`src/rtl/dest_router_pkg.sv`:
```
// Shared types for the FIR output destination router.
// Assumes the destination field is 11 bits, packed as in dest_t (MSB first).
package dest_router_pkg;

    typedef enum logic [1:0] {
        PATH_RECIRC = 2'b00,
        PATH_FWD    = 2'b01,
        PATH_BYPASS = 2'b10,
        PATH_RSVD   = 2'b11
    } path_e;

    typedef struct packed {
        logic       gain_sel;
        logic       loop_en;
        path_e      path;
        logic       strobe;
        logic       fb_en;
        logic [4:0] step;
    } dest_t;

    localparam int DEST_W = $bits(dest_t);
    localparam int STEP_W = 5;

endpackage

```
`src/rtl/dest_decode.sv`:
```
// Combinational decode of the destination field into routing enables.
// Assumes in_valid qualifies every enable; nothing here is registered.
module dest_decode
    import dest_router_pkg::*;
(
    input  logic  in_valid,
    input  dest_t dest,
    output logic  to_eng,
    output logic  to_fwd,
    output logic  to_byp,
    output logic  rsvd,
    output logic  ld_hold,
    output logic  rdy,
    output logic  agc_go,
    output logic  agc_g,
    output logic  fb_go
);

    // Path steering, output-section enables and AGC/feedback gating.
    always_comb begin
        to_eng = 1'b0;
        to_fwd = 1'b0;
        to_byp = 1'b0;
        rsvd   = 1'b0;
        if (in_valid) begin
            unique case (dest.path)
                PATH_RECIRC: to_eng = 1'b1;
                PATH_FWD:    to_fwd = 1'b1;
                PATH_BYPASS: to_byp = 1'b1;
                PATH_RSVD:   rsvd   = 1'b1;
            endcase
        end
        ld_hold = to_fwd | to_byp;
        rdy     = ld_hold & dest.strobe;
        agc_go  = to_fwd & dest.loop_en;
        agc_g   = agc_go & dest.gain_sel;
        fb_go   = in_valid & dest.fb_en;
    end

endmodule

```
`src/rtl/dest_hold.sv`:
```
// Output holding register: captures a sample on load, otherwise keeps its value.
// Assumes synchronous active-low reset clears it to zero.
module dest_hold #(
    parameter int DATA_W = 16
) (
    input  logic              clk,
    input  logic              rst_n,
    input  logic              ld,
    input  logic [DATA_W-1:0] d,
    output logic [DATA_W-1:0] q
);

    // Load on request, clear on reset.
    always_ff @(posedge clk) begin
        if (!rst_n)  q <= '0;
        else if (ld) q <= d;
    end

    // without a load the register must keep its value.
    p_hold_stable_r6: assert property (@(posedge clk) disable iff (!rst_n)
        !ld |=> $stable(q));

endmodule

```
`src/rtl/dest_router.sv`:
```
// FIR output destination router: registers each sample onto the path named by
// its destination field, loads the holding register and issues strobes.
// Assumes one sample per cycle at most and that the converter inputs are valid
// in the same cycle as a sample that carries the feedback bit.
module dest_router
    import dest_router_pkg::*;
#(
    parameter int DATA_W = 16
) (
    input  logic              clk,
    input  logic              rst_n,
    input  logic              in_valid,
    input  logic [DATA_W-1:0] in_data,
    input  logic [DEST_W-1:0] dest,
    input  logic [DATA_W-1:0] conv_mag,
    input  logic [DATA_W-1:0] conv_phase,
    output logic              eng_valid,
    output logic [DATA_W-1:0] eng_data,
    output logic [STEP_W-1:0] eng_step,
    output logic              fwd_valid,
    output logic [DATA_W-1:0] fwd_data,
    output logic              byp_valid,
    output logic [DATA_W-1:0] byp_data,
    output logic [DATA_W-1:0] hold_data,
    output logic              data_rdy,
    output logic              agc_upd,
    output logic              agc_gain,
    output logic [DATA_W-1:0] agc_mag,
    output logic              fb_valid,
    output logic [DATA_W-1:0] fb_mag,
    output logic [DATA_W-1:0] fb_phase,
    output logic [STEP_W-1:0] fb_step,
    output logic              path_err
);

    dest_t dst;
    logic  to_eng, to_fwd, to_byp, rsvd, ld_hold, rdy, agc_go, agc_g, fb_go;
    logic [DATA_W-1:0] mag_c;

    assign dst = dest_t'(dest);

    dest_decode u_dec (
        .in_valid (in_valid),
        .dest     (dst),
        .to_eng   (to_eng),
        .to_fwd   (to_fwd),
        .to_byp   (to_byp),
        .rsvd     (rsvd),
        .ld_hold  (ld_hold),
        .rdy      (rdy),
        .agc_go   (agc_go),
        .agc_g    (agc_g),
        .fb_go    (fb_go)
    );

    dest_hold #(.DATA_W(DATA_W)) u_hold (
        .clk   (clk),
        .rst_n (rst_n),
        .ld    (ld_hold),
        .d     (in_data),
        .q     (hold_data)
    );

    // Absolute value of the two's-complement sample, for the AGC update.
    always_comb begin
        mag_c = in_data[DATA_W-1] ? (~in_data + 1'b1) : in_data;
    end

    // Register the valid flags and strobes, cleared by reset.
    always_ff @(posedge clk) begin
        if (!rst_n) begin
            eng_valid <= 1'b0;
            fwd_valid <= 1'b0;
            byp_valid <= 1'b0;
            data_rdy  <= 1'b0;
            agc_upd   <= 1'b0;
            agc_gain  <= 1'b0;
            fb_valid  <= 1'b0;
            path_err  <= 1'b0;
        end else begin
            eng_valid <= to_eng;
            fwd_valid <= to_fwd;
            byp_valid <= to_byp;
            data_rdy  <= rdy;
            agc_upd   <= agc_go;
            agc_gain  <= agc_g;
            fb_valid  <= fb_go;
            path_err  <= rsvd;
        end
    end

    // Register the payloads; each is updated only when its path fires.
    always_ff @(posedge clk) begin
        if (!rst_n) begin
            eng_data <= '0;
            eng_step <= '0;
            fwd_data <= '0;
            byp_data <= '0;
            agc_mag  <= '0;
            fb_mag   <= '0;
            fb_phase <= '0;
            fb_step  <= '0;
        end else begin
            if (to_eng) begin
                eng_data <= in_data;
                eng_step <= dst.step;
            end
            if (to_fwd) fwd_data <= in_data;
            if (to_byp) byp_data <= in_data;
            if (agc_go) agc_mag  <= mag_c;
            if (fb_go) begin
                fb_mag   <= conv_mag;
                fb_phase <= conv_phase;
                fb_step  <= dst.step;
            end
        end
    end

    // at most one destination (or the error) per sample.
    p_one_path_r5: assert property (@(posedge clk) disable iff (!rst_n)
        $onehot0({eng_valid, fwd_valid, byp_valid, path_err}));

    // the strobe only accompanies a sample reaching the output section.
    p_rdy_output_r7: assert property (@(posedge clk) disable iff (!rst_n)
        data_rdy |-> (fwd_valid || byp_valid));

    // an AGC update only comes with the forward path.
    p_agc_fwd_r8: assert property (@(posedge clk) disable iff (!rst_n)
        agc_upd |-> fwd_valid);

    // the gain select is zero outside an update.
    p_gain_upd_r9: assert property (@(posedge clk) disable iff (!rst_n)
        agc_gain |-> agc_upd);

    // an idle input cycle produces no output event next cycle.
    p_idle_quiet_r11: assert property (@(posedge clk) disable iff (!rst_n)
        !in_valid |=> !(eng_valid || fwd_valid || byp_valid || path_err || fb_valid));

endmodule

```
`config.mk`:
```
export PLATFORM = sky130hd
export DESIGN_NAME = dest_router
export DESIGN_NICKNAME = d
export VERILOG_FILES = /design/src/rtl/dest_router_pkg.sv /design/src/rtl/dest_decode.sv /design/src/rtl/dest_hold.sv /design/src/rtl/dest_router.sv
export SDC_FILE = /design/constraint.sdc
export NUM_CORES = 1
export LEC_CHECK = 0
export BUFFER_PORTS_ARGS = -buffer_cell sky130_fd_sc_hd__buf_2
export CAP_MARGIN = 10
export CELL_PAD_IN_SITES_DETAIL_PLACEMENT = 0
export CELL_PAD_IN_SITES_GLOBAL_PLACEMENT = 2
export CORE_MARGIN = 4
export CORE_UTILIZATION = 29
export DETAILED_ROUTE_END_ITERATION = 12
export PLACE_DENSITY = 0.86
export REMOVE_ABC_BUFFERS = 1
export SYNTH_ARGS = -nofsm -noshare
export SYNTH_HDL_FRONTEND = slang
export SYNTH_HIERARCHICAL = 1
export SYNTH_SLANG_ARGS = --single-unit
```
`constraint.sdc`:
```
create_clock -name clk -period 1.6 [get_ports clk]
set_input_delay 0.08 -clock clk [delete_from_list [all_inputs] [get_ports clk]]
set_output_delay 0.08 -clock clk [all_outputs]
set_load 0.02 [all_outputs]
```
==> results of run 1 <==
cell usage after synthesis (all sizes together), types with 2 or more instances:
library cell and n:
a211o 2, a211oi 2, a21boi 2, a21oi 5, a22o 2, a22oi 3, and2 11, and3 3
buf 17, clkbuf 18, dfxtp 130, inv 3, mux2 2, mux2i 110, nand2 11, nand3 8
nand4 3, nor2 100, nor2b 19, nor3 4, nor4 2, o211ai 4, o21ai 6, o41ai 2
or3 3, or4 2, xnor2 5, xor2 3
sequential cells by signal, summed over array words and instances, names as in the netlist:
signal	count
agc_gain	1
agc_mag	16
agc_upd	1
byp_data	16
byp_valid	1
data_rdy	1
eng_data	16
eng_step	5
eng_valid	1
fb_mag	16
fb_phase	16
fb_step	5
fb_valid	1
fwd_data	16
fwd_valid	1
path_err	1
u_hold/q	16
through the flow:
stage	util (%)	power, mW	setup slack [ns]
2_1_floorplan	-	4.01	-1.30
3_3_place_gp	36.6	4.42	0.00327
3_5_place_dp	36.6	4.44	-0.0490
4_1_cts	42.5	8.72	0.172
5_1_grt	42.5	8.95	0.0373
6_report	42.5	8.61	0.148
kinds of logic after synthesis:
family          Yosys count  share of synthesized area, %
xor+xnor                  8                          1.37
mux                     112                          22.0
fa+ha+maj                 1                         0.245
compound gates           30                          4.26
buf+inv                  41                          5.19
flops                   130                          51.0
simple gates            170                          16.0
layout make-up:
class                   count  area [um2]
well taps                 225         282
clock buffers              18         429
fillers                  1690        9940
inverters                   4        15.0
clock inverters            14         203
repair buffers            258        1570
multi-input cells         321        2260
flip-flops and latches    130        2600
worst paths after layout:
path / from / to / slack [ns] / cells past startpoint
worst min register to register: fwd_data[14]$_SDFFE_PN0P_ / fwd_data[14]$_SDFFE_PN0P_ / 0.49 / 2
worst max-delay path: in_data[0] / agc_mag[5]$_SDFFE_PN0P_ / 0.15 / 6
worst max register to register: agc_mag[10]$_SDFFE_PN0P_ / agc_mag[10]$_SDFFE_PN0P_ / 0.72 / 2
worst min-delay path: dest[6] / data_rdy$_SDFF_PN0_ / 0.02 / 3
worst max-delay path: cells and delay by family:
| family | cells | cell delay (ns) |
|---|---|---|
| buffers and inverters | 2 | 0.69 |
| AO/OA/AOI/OAI | 2 | 0.41 |
| AND/OR/NAND/NOR | 1 | 0.38 |
| XOR/XNOR | 1 | 0.18 |
what timing repair did:
action,CTS,global route
setup endpoints to repair,0,1
resized for setup,0,1
hold buffers,39,0
endpoints found under the hold margin,45,0
metal layers:
| metal | vias to the layer above | share of wire (%) | wire length, um | GRT usage [%] |
|---|---|---|---|---|
| met5 | - | 0 | 0 | 0 |
| met4 | 0 | 0.69 | 109 | 4.18 |
| met3 | 7 | 9.6 | 1520 | 7.19 |
| met2 | 171 | 47 | 7440 | 27.6 |
| met1 | 2030 | 42 | 6680 | 18.7 |
| li1 | 2153 | - | - | - |
cell usage in the layout, fill, tap and decap left out, types with 4 or more instances in the layout:
master,instances
clkbuf_16,17
o211ai_1,4
dfxtp_1,130
buf_4,27
nand2_1,11
and2_1,9
a21oi_1,5
bufinv_16,4
nor2b_1,19
nand3_1,7
clkinv_4,4
dlygate4sd3_1,39
o21ai_0,6
nor2_1,99
buf_2,191
xnor2_1,5
inv_6,4
mux2i_1,110
report_power, final:
part	switching [mW]	total, mW	internal, mW
logic	0.574	1.00	0.428
clock network	1.54	4.17	2.64
registers	0.0672	3.44	3.37
total	2.18	8.61	6.43
==> key figures, run 1 <==
Global routing
  – Largest net degree at the start of global routing: 44
  – Vias in the first global route: 4,739
  – First-pass GRT wire length: 25.6 mm
  – Initial antenna violation count: 0
  – GRT Util Overall: 16.2%
  – Grt ovf: 0

Timing
  – Minimum clock period: 1.45 ns
  – Worst slew pin tran: 0.487 ns
  – Max Freq: 689 MHz
  – Clock Skew: 0 ns
  – Period utilisation layout: 90.7%
  – Max Slew Vio Count: 0
  – Setup repair after global routing missed its margin: no
  – Max-slew headroom: 67.5%
  – Final Setup Violations: 0
  – TNS Setup: 0 ns
  – Hold violation count in the final report: 0
  – WHS: 0.0238 ns

Worst setup path
  – Required time worst endpoint: 1.90 ns
  – Slowest cell on the critical path: dlygate4sd3_1
  – Crit Path Max Fanout: 7
  – Startpoint Class: input pin
  – CP endpoint kind: flip-flop
  – Worst path max stage delay: 0.53 ns
  – CP arrival: 1.75 ns
  – Crit Path Class: in -> reg
  – Crit-path cells: dlygate4sd3_1, buf_2, or2_2, o41ai_1, xor2_1, a21oi_1

Drt
  – Remaining antenna violation count: 0
  – Initial DRC Count: 94
  – WL final: 15.7 mm
  – Overall via count from detail_route: 4,361
  – DRC: 0
  – Via density: 4.50
  – Drt wl/cell: 16.2 um
  – Pre-antenna DRT Iters: 4

Floorplan
  – Core area: 17,300 um2
  – Die area: 19,800 um2
  – Die Ht: 141 um
  – Initial Util: 29.5%
  – Die Wd: 141 um
  – Num rows: 48
  – # IOs: 192

Clock network
  – Max clock buf depth: 2
  – Post-CTS Setup Bufs: 0
  – Clock transition at path regs: 0.06 ns
  – Clk_lat worst skew: 0.41 ns
  – Number of H-tree levels: 4
  – CTS buffer count: 17
  – Clock sinks: 130
  – CTS tree: done
  – CTS root buf: clkbuf_16

Power and ir drop
  – VDD IR max: 710 uV
  – PwrDens: 1170 nW/um2
  – Leakage: 3.36 nW

Finish
  – Antenna Diode Count: 0
  – Syn-to-layout area delta: 44.0%
  – Final Cell Area: 7360 um2
  – Fin cells: 970
  – Layout cell share with drive strength beyond 1: 35.8%
  – Nets: 795

Yosys
  – Mapped Area: 5110 um2
  – Post-synthesis register bit count: 130
  – Seq/Total Area, Yosys: 51.0%
  – Synth Area per Inst: 10.4 um2
  – EDFF count, synth: 0
  – Async SR Flop Fraction: 0%
  – Synth top area share: 51.0%
  – Ys flop type: dfxtp_1
  – Syn Inst Count: 492
  – Cell taking the most area after synthesis: dfxtp_1
  – Area contributors post-synth: dfxtp_1 (51%), mux2i_1 (22%), nor2_1 (7.3%)
  – Yosys cell types: 53
  – Synth Warn #: 6

Flow run
  – MaxCap Viol Count: 0

Placement
  – Post-DP HPWL: 11.4 mm
  – Placed Area: 6330 um2
  – Post-Place Cells: 899
  – Port Buffers: 191
  – Placer Congestion: 0.782

Hold path
  – Hold Crit Class: in -> reg

Run status
  – Status: finished, final reports clean
No activity file was read; power rests on OpenSTA's default activity.
==> run 2: changes to the inputs <==
--- a/config.mk
+++ b/config.mk
@@ -5,12 +5,13 @@
 export SDC_FILE = /design/constraint.sdc
 export NUM_CORES = 1
 export LEC_CHECK = 0
+export ABC_AREA = 1
 export BUFFER_PORTS_ARGS = -buffer_cell sky130_fd_sc_hd__buf_2
 export CAP_MARGIN = 10
 export CELL_PAD_IN_SITES_DETAIL_PLACEMENT = 0
 export CELL_PAD_IN_SITES_GLOBAL_PLACEMENT = 2
 export CORE_MARGIN = 4
-export CORE_UTILIZATION = 29
+export CORE_UTILIZATION = 26
 export DETAILED_ROUTE_END_ITERATION = 12
 export PLACE_DENSITY = 0.86
 export REMOVE_ABC_BUFFERS = 1
==> run 2 against run 1 <==
  * Via count rose by 11%
  * Clock skew stayed put
  * Worst hold slack got worse by 0.0038 ns
  * Die area rose by 6.5%
  * Total power shrank 2.0%
  * First-iteration DRC count increased to 2.6 times the previous value
  * Non-clock buffer count is 5 lower
  * Sequential share of layout area rose by 0.66 points
  * Utilization decreased by 2.9 points
  * Synthesized cell count grew 30%
==> key figures, run 2 <==
Yosys
  – Ys flop type: dfxtp_1
  – Top cells by count, synth: nor2_1 (139), dfxtp_1 (130), o21ai_0 (103), nand2_1 (68), a21oi_1 (55)
  – Cell taking the most area after synthesis: dfxtp_1
  – Synth Area per Inst: 7.67 um2
  – Area contributors post-synth: dfxtp_1 (53%), nor2_1 (11%), o21ai_0 (11%)
  – Post-synthesis register bit count: 130
  – Cell with the most instances after synthesis: nor2_1
  – Seq/Total Area, Yosys: 53.2%
  – Syn Inst Count: 638
  – Synth Warn #: 6
  – Async SR Flop Fraction: 0%
  – Yosys cell types: 27
  – Synth top area share: 53.2%
  – EDFF count, synth: 0
  – Mapped Area: 4890 um2

Drt
  – Via density: 4.34
  – Drt wl/cell: 14.0 um
  – WL final: 15.6 mm
  – Initial DRC Count: 246
  – Remaining antenna violation count: 0
  – Overall via count from detail_route: 4,835
  – Pre-antenna DRT Iters: 6
  – DRC: 0

Finish
  – Fin cells: 1,114
  – Nets: 935
  – Commonest cells after routing, fill and taps aside: buf_2 (190), nor2_1 (138), dfxtp_1 (130), o21ai_0 (103), nand2_1 (68)
  – Most common cell after layout, fill and taps aside: buf_2
  – Antenna Diode Count: 0
  – Filler cell count: 1,880
  – Syn-to-layout area delta: 47.5%
  – Layout cell share with drive strength beyond 1: 29.2%
  – Final core occ: 39.7%

Worst setup path
  – FF-to-FF End: fb_mag[0]$_SDFFE_PN0P_
  – R2R Setup Slk: 0.92 ns
  – CP top delay family: buffers and inverters
  – CP endpoint kind: flip-flop
  – Startpoint Class: input pin
  – Required time worst endpoint: 1.91 ns
  – Worst path max stage delay: 0.54 ns
  – Crit Path Max Fanout: 6
  – Slowest cell on the critical path: dlygate4sd3_1
  – CP most frequent cell: nand2_1
  – Crit Path Class: in -> reg
  – Crit-path cells: dlygate4sd3_1, buf_2, inv_2, ha_1, nand3_1, nand2_2, nand2_4, inv_4, nand2_1, nand2_1, nand2_1, o21ai_1, inv_1
  – CP Buf/Inv Count: 5
  – R2R cell count: 2
  – CP arrival: 1.73 ns
  – R2r startpoint: fb_mag[0]$_SDFFE_PN0P_

Clock network
  – Post-CTS Setup Bufs: 0
  – CTS tree: done
  – Number of H-tree levels: 4
  – Clock transition at path regs: 0.06 ns
  – Max clock buf depth: 2
  – CTS buffer count: 17
  – CTS root buf: clkbuf_16
  – Clk_lat worst skew: 0.40 ns
  – Clock sinks: 130
  – Hold-fix buffers, CTS: 50
  – Count of cells resized by post-cts repair: 0

Floorplan
  – Core area: 18,200 um2
  – # IOs: 192
  – Die Ht: 145 um
  – Initial Util: 26.9%
  – Die area: 21,100 um2
  – Die Wd: 145 um
  – Num rows: 49

Hold path
  – Hold endpoint: u_hold/q[10]$_SDFFE_PN0P_
  – Hold path cells: 5
  – HP Start: in_data[10]
  – Hold Crit Class: in -> reg

Timing
  – Worst slew pin tran: 0.622 ns
  – WHS: 0.0201 ns
  – TNS Setup: 0 ns
  – Clock Skew: 0 ns
  – Hold violation count in the final report: 0
  – Max-slew headroom: 58.5%
  – Setup repair after global routing missed its margin: no
  – Max Slew Vio Count: 0
  – Max Freq: 703 MHz
  – Period utilisation layout: 88.9%
  – Final Setup Violations: 0
  – Minimum clock period: 1.42 ns

Global routing
  – First-pass GRT wire length: 26.0 mm
  – GRT Util Overall: 15.0%
  – Initial antenna violation count: 0
  – Vias in the first global route: 4,909
  – Grt ovf: 0
  – Largest net degree at the start of global routing: 40

Placement
  – Port Buffers: 191
  – Placer Congestion: 0.747
  – Post-DP HPWL: 10.7 mm
  – Post-Place Cells: 1,032

Power and ir drop
  – PwrDens: 1170 nW/um2
  – Total chip power: 8.44 mW
  – VDD IR max: 700 uV
  – Leakage: 3.69 nW

Flow run
  – MaxCap Viol Count: 0

Run status
  – Status: finished, final reports clean
run 2: how the worst max path moves through the flow:
stage / startpoint / end / slack (ns) / cells after the start
after detailed placement: in_data[1] / agc_mag[10]$_SDFFE_PN0P_ / 0.33 / 12
after floorplan: dest[8] / eng_step[4]$_SDFFE_PN0P_ / -0.86 / 4
after global routing: in_data[1] / agc_mag[10]$_SDFFE_PN0P_ / 0.04 / 13
final: in_data[1] / agc_mag[10]$_SDFFE_PN0P_ / 0.18 / 13
after CTS: in_data[1] / agc_mag[10]$_SDFFE_PN0P_ / 0.20 / 13
after global placement: in_data[1] / agc_mag[10]$_SDFFE_PN0P_ / 0.33 / 12
run 2: power breakdown:
part | total [mW] | internal (mW) | switching (mW) | leakage [nW]
Combinational | 1.13 | 0.425 | 0.704 | 2.35
Clock | 3.81 | 2.31 | 1.50 | 0.277
Sequential | 3.50 | 3.42 | 0.0802 | 1.07
Total | 8.44 | 6.15 | 2.29 | 3.69
run 2: cell families after synthesis:
kind of cell | after synthesis | synth area share [%]
flops | 130 | 53.2
simple gates | 239 | 20.1
xor+xnor | 5 | 0.895
fa+ha+maj | 1 | 0.256
compound gates | 165 | 17.1
buf+inv | 98 | 8.54
run 2: layout make-up:
type / instances / area, um2 / area share [%]
Clock buffer: 21 / 480 / 6.65
Tap cell: 229 / 287 / 3.97
Multi-Input combinational cell: 410 / 1880 / 26.1
Clock inverter: 11 / 105 / 1.46
Inverter: 60 / 228 / 3.15
Timing Repair Buffer: 253 / 1640 / 22.7
Sequential cell: 130 / 2600 / 36.0
run 2: worst register-to-register path, cell delays in order, from the launching register on:
cell,delay [ns]
dfxtp_1,0.31
o21ai_0,0.19
nor2_1,0.07
run 2: through the flow:
stage / area [um2] / setup WS (ns)
after floorplan: 4700 / -0.862
after global placement: 6130 / 0.333
after detailed placement: 6130 / 0.331
after CTS: 7220 / 0.198
after global routing: 7220 / 0.0427
final: 7220 / 0.178
run 2: routing by layer:
| metal | global-route usage [%] | up-vias | part of all wire (%) |
|---|---|---|---|
| met3 | 5.92 | 15 | 7.9 |
| met4 | 4.61 | 0 | 1.3 |
| met1 | 19.5 | 2162 | 47 |
| met2 | 23.0 | 150 | 44 |
| met5 | 0 | - | 0 |
| li1 | - | 2508 | - |
